[src/rtl/dbg_gate_ctrl.sv]
module dbg_gate_ctrl #(
  parameter bit OPT_RST = 1'b1,
  parameter bit SW_RST  = 1'b1
) (
  input  logic clk,
  input  logic rst_n,
  input  logic sec_state_i,
  input  logic obl_i,
  input  logic wr_en_i,
  input  logic wr_sel_i,
  input  logic wr_val_i,
  input  logic wr_src_i,
  input  logic wr_sec_i,
  output logic opt_shadow_o,
  output logic opt_eff_o,
  output logic sw_eff_o,
  output logic dbg_en_o,
  output logic wr_err_o
);
  localparam logic SEL_OPT = 1'b0;
  localparam logic SEL_SW  = 1'b1;
  localparam logic SRC_SEC = 1'b1;

  logic shadow_q, eff_q, sw_q, err_q, sec_q;
  logic accept, sec_fall;

  always_comb begin
    if (!sec_state_i)
      accept = (wr_sel_i == SEL_OPT);
    else if (wr_sel_i == SEL_OPT)
      accept = (wr_src_i == SRC_SEC) && (wr_sec_i || !wr_val_i);
    else
      accept = (wr_src_i == SRC_SEC) && wr_sec_i;
  end

  assign sec_fall = sec_q & ~sec_state_i;

  always_ff @(posedge clk or negedge rst_n) begin
    if (!rst_n) begin
      shadow_q <= OPT_RST;
      eff_q    <= OPT_RST;
      sw_q     <= SW_RST;
      err_q    <= 1'b0;
      sec_q    <= 1'b0;
    end else begin
      sec_q <= sec_state_i;
      err_q <= wr_en_i & ~accept;
      if (sec_fall)
        shadow_q <= 1'b0;
      else if (wr_en_i && accept && wr_sel_i == SEL_OPT)
        shadow_q <= wr_val_i;
      if (wr_en_i && accept && wr_sel_i == SEL_SW)
        sw_q <= wr_val_i;
      if (obl_i)
        eff_q <= shadow_q;
    end
  end

  assign opt_shadow_o = shadow_q;
  assign opt_eff_o    = eff_q;
  assign sw_eff_o     = sec_state_i ? sw_q : 1'b1;
  assign dbg_en_o     = eff_q & sw_eff_o;
  assign wr_err_o     = err_q;

  p_eff_hold_r8: assert property (@(posedge clk) disable iff (!rst_n)
    !obl_i |=> $stable(opt_eff_o));

  p_host_reject_r6: assert property (@(posedge clk) disable iff (!rst_n)
    (wr_en_i && sec_state_i && wr_src_i != SRC_SEC) |=> wr_err_o);

  p_ns_opt_ok_r3: assert property (@(posedge clk) disable iff (!rst_n)
    (wr_en_i && !sec_state_i && wr_sel_i == SEL_OPT) |=> !wr_err_o);

  p_drop_stage_r7: assert property (@(posedge clk) disable iff (!rst_n)
    $fell(sec_state_i) |=> !opt_shadow_o);

  p_err_cause_r9: assert property (@(posedge clk) disable iff (!rst_n)
    wr_err_o |-> $past(wr_en_i));

  p_gate_r2: assert property (@(posedge clk) disable iff (!rst_n)
    !opt_eff_o |-> !dbg_en_o);
endmodule

[config.mk]
export PLATFORM = sky130hd
export DESIGN_NAME = dbg_gate_ctrl
export DESIGN_NICKNAME = d
export VERILOG_FILES = /design/src/rtl/dbg_gate_ctrl.sv
export SDC_FILE = /design/constraint.sdc
export NUM_CORES = 1
export LEC_CHECK = 0
export BUFFER_PORTS_ARGS = -buffer_cell sky130_fd_sc_hd__buf_2
export CORE_AREA = 2 2 39 41
export DETAILED_ROUTE_END_ITERATION = 16
export DIE_AREA = 0 0 41 43
export GPL_TIMING_DRIVEN = 0
export SETUP_SLACK_MARGIN = 0.02
export SLEW_MARGIN = 30
export SYNTH_ARGS = -nofsm -noshare
export SYNTH_HDL_FRONTEND = slang
export SYNTH_SLANG_ARGS = --single-unit
[constraint.sdc]
create_clock -name clk -period 1.15 [get_ports clk]
set_input_delay 0.115 -clock clk [delete_from_list [all_inputs] [get_ports clk]]
set_output_delay 0.115 -clock clk [all_outputs]
set_load 0.02 [all_outputs]
======== Word-level counts from Yosys, hierarchy flattened ========
Index checks and enable logic that the tools add are counted.
storage, ports and cells
  flip-flop bits (word level) ............. 5
  bits of input ports ..................... 9
  logic and storage cells ................. 24
cells by class
  muxes and demuxes ....................... 5
  bitwise logic cells ..................... 6
  reductions and logical operators ........ 8
operators by type and width
  operator           number
  $logic_and 1x1->1  5
  $mux 1             5
  $and 1x1->1        3
  $not 1->1          3
  $reduce_bool 2->1  1
  $logic_not 1->1    1
  $logic_or 1x1->1   1

======== Longest topological paths before layout ========
  word-level depth ........................ 9
  mapped depth ............................ 3

======== Worst setup path before layout ========
Ideal clock, no wire load.
  path kind ............................... register to output
  start point ............................. register sw_q
  end point ............................... output port dbg_en_o
  arrival time ............................ 0.989 ns
  data required time ...................... 1.035 ns
  slack ................................... 0.046 ns
  stages on the path, launching flop included .. 3
  buffers on the path ..................... 0
  path through ............................ dfstp_2 -> nand2b_1 -> and2_1
between the ends
  word-level cells in the longest chain between the ends .. 2
ends and longest elaborated chain
  item                    RTL line  source
  start, declared         24        logic shadow_q, eff_q, sw_q, err_q, sec_q;
  start signal, assigned  53        sw_q <= wr_val_i;
  $mux 1                  61        assign sw_eff_o = sec_state_i ? sw_q : 1'b1;
  net sw_eff_o            16        output logic sw_eff_o,
  $and 1x1->1             62        assign dbg_en_o = eff_q & sw_eff_o;
  end, declared           17        output logic dbg_en_o,
The timed path passes the listed nets, and every way through them passes these cells.

======== Worst setup path in the final report ========
  start point ............................. register sw_q
  end point ............................... output port dbg_en_o
between the ends
  word-level cells in the longest chain between the ends .. 2
ends and longest elaborated chain
  item         RTL line
  $mux 1       61
  $and 1x1->1  62
No other way between the ends.

==> impl_metrics.env <==
export IMPL_status="finished with violations"
export IMPL_violations="setup timing"
export IMPL_cts_made_buffers=3
export IMPL_synth_simple_area_share=0.2105
export IMPL_die_w_um=41
export IMPL_setup_ws_ps=-69.47
export IMPL_ys_warn_count=0
export IMPL_nFillCells=160
export IMPL_synth_top_family_by_area="simple AND/OR/NAND/NOR gates"
export IMPL_initial_core_util=0.1718
export IMPL_power_density_nw_per_um2=1473
export IMPL_ios=14
export IMPL_routedWlPerCell_um=9.527
export IMPL_rsz0062_at_grt="true"
export IMPL_cap_violations=0
export IMPL_drc_errors=0
export IMPL_die_y_um=43
export IMPL_busiest_layer="met1"
export IMPL_fmax_ghz=0.8200
export IMPL_synth_xor_area_share=0
export IMPL_syn_inst=21
export IMPL_drive_gt1_frac=0.5641
export IMPL_synth_mux_area_fraction=0.09474
export IMPL_cts_sinks=5
export IMPL_insertedDiodeCount=0
export IMPL_stdcell_count=55
export IMPL_core_um2=1384
export IMPL_reg2reg_from="opt_shadow_o"
export IMPL_slew_headroom=0.8291
export IMPL_clkPwrFrac=0.359
export IMPL_fin_crit_sh=1.060
export IMPL_wl_um=524
export IMPL_finClkSkew_ps=1.232
export IMPL_crit_arrival_ps=1100
export IMPL_vias=215
export IMPL_drtIter0Drc=0
export IMPL_place_inst=50
export IMPL_htree_levels=1
export IMPL_cts_tree="built"
export IMPL_power_switching_w=0.0001442
export IMPL_grt_max_degree=8
export IMPL_port_buffers=13
export IMPL_critPathLaunchType="register"
export IMPL_utilization=0.2712
export IMPL_areaGrowthSynthToFinish_pct=57.89
export IMPL_tightest_slew_ps=254.7
export IMPL_path_clk_slew_ps=40
export IMPL_worst_hold_slack_ps=90.21
export IMPL_ir_drop_mv=0.6491
export IMPL_final_cell_mix="buf_2 (12), clkbuf_4 (3), dfstp_2 (3)"
export IMPL_postRouteAntennaNets=0
export IMPL_grt_overflow_total=0
export IMPL_final_common_cell="buf_2"
export IMPL_grt_use_met3=0.07853
export IMPL_combinationalPowerShare=0.236
export IMPL_setup_tns_ps=-69.47
export IMPL_p_leak_nw=0.1852
export IMPL_nets=49
export IMPL_startpoint="sw_q"
export IMPL_row_count=14
export IMPL_power_w=0.0005530
export IMPL_finalSetupViolations=1
export IMPL_synthAdderAreaFrac=0
export IMPL_fin_crit_ps=1219
export IMPL_hp_start="sec_state_i"
export IMPL_cp_required_ps=1030
export IMPL_track_usage=0.07669
export IMPL_hold_path_class="input pin to register"
export IMPL_grt_pass1_wl_um=793
export IMPL_critical_path_peak_fanout=2
export IMPL_use_met2=0.08750
export IMPL_yosysUniqueCellTypes=15
export IMPL_synth_fp_nets=30
export IMPL_slew_violations=0
export IMPL_grt_pass1_vias=187
export IMPL_netlist_area_um2=237.7
export IMPL_finalHoldViolCount=0
export IMPL_endpoint_kind="primary output"
export IMPL_synth_compound_area_frac=0.1368
export IMPL_swShare=0.2607
export IMPL_first_pass_iters=1
export IMPL_gp_congestion=0.6803
export IMPL_dieArea_um2=1763
export IMPL_via_per_inst=3.909
export IMPL_antenna_found_initial=0
export IMPL_synth_seq_cells=5
export IMPL_clock_latency_ps=240
export IMPL_crit_type="register to primary output"
export IMPL_p_int_w=0.0004088
export IMPL_clock_tree_root_cell="clkbuf_4"
export IMPL_synth_area_per_cell_um2=11.32
export IMPL_cts_setup_buffers=0
export IMPL_seqPwrFrac=0.404
export IMPL_seq_area_frac_synth=0.5421
export IMPL_clock_path_buffers=2
export IMPL_grt_use_met1=0.08824
==> path summary, 6_finish.rpt <==
| path | end | slack, ps | cells past startpoint |
|---|---|---|---|
| setup / recovery | dbg_en_o | -70 | 3 |
| hold / removal | sec_q | 90 | 1 |
| setup reg to reg | opt_shadow_o | 230 | 2 |
| hold reg to reg | opt_shadow_o | 510 | 2 |
| max in group asynchronous | sw_q | 720 | 2 |
| min in group asynchronous | sec_q | 220 | 2 |
==> metal layers <==
metal  vias up  part of all wire
met4         0                 0
met3         0             0.094
met1        94              0.50
met2        11              0.40
met5         -                 0
li1        110                 -
==> critical path, cell delays in order (launching register included) <==
cell and delay, ps:
dfstp_2 520, nand2b_4 110, and2_4 130, buf_6 100
==> cell type report <==
cell class,instances,area (um2),share of cell area
Tap cell,16,20.02,0.05333
Timing Repair Buffer,14,81.33,0.2167
Multi-Input combinational cell,15,115.1,0.3067
Sequential cell,5,128.9,0.3433
Inverter,1,3.754,0.01000
Clock buffer,4,26.28,0.07000
==> power by group through the flow <==
stage               Combinational [W]  Clock (W)  Sequential, W
floorplan                   0.0000500          0       0.000238
global placement             0.000110          0       0.000223
detailed placement           0.000112          0       0.000224
CTS                          0.000133   0.000214       0.000224
global route                 0.000144   0.000231       0.000226
finish                       0.000131   0.000199       0.000224
==> cells in the mapped netlist <==
cell | count | share of area
nand2b_1 | 3 | 0.079
inv_1 | 1 | 0.016
mux2_1 | 1 | 0.047
dfrtp_1 | 2 | 0.21
and2_1 | 1 | 0.026
nor2b_1 | 2 | 0.053
nand3_1 | 1 | 0.021
o211a_1 | 1 | 0.042
a21boi_0 | 1 | 0.032
dfstp_2 | 3 | 0.33
a311oi_1 | 1 | 0.037
mux2_2 | 1 | 0.047
nor2_1 | 1 | 0.016
a31oi_1 | 1 | 0.026
nand2_1 | 1 | 0.016
==> state kept, by name (all words and copies together), names as in the netlist <==
name / count
sec_q: 1
sw_q: 1
wr_err_o: 1
opt_shadow_o: 1
opt_eff_o: 1
==> stage by stage <==
step           cell area, um2  worst slack [ps]
3_5_place_dp            322.8             148.6
3_3_place_gp            322.8             147.0
2_1_floorplan           237.7             45.61
6_report                375.4            -69.47
4_1_cts                 375.4            -87.93
5_1_grt                 375.4            -118.0
==> cell families (layout without fill, tap and decap cells) <==
kind of cell / after synthesis / in the layout
and+or+nand+nor: 9 / 9
DFF: 5 / 5
AOI/OAI and AO/OA: 4 / 4
buffers and inverters: 1 / 19
muxes: 2 / 2
==> timing repair <==
action                                  CTS  global route
hold buffers                              1             0
endpoints found under the hold margin     5             0
gates resized for setup                   4             0
endpoints found under the setup margin    2             2
pin swaps                                 1             0
(Power assumes the default switching activity.)
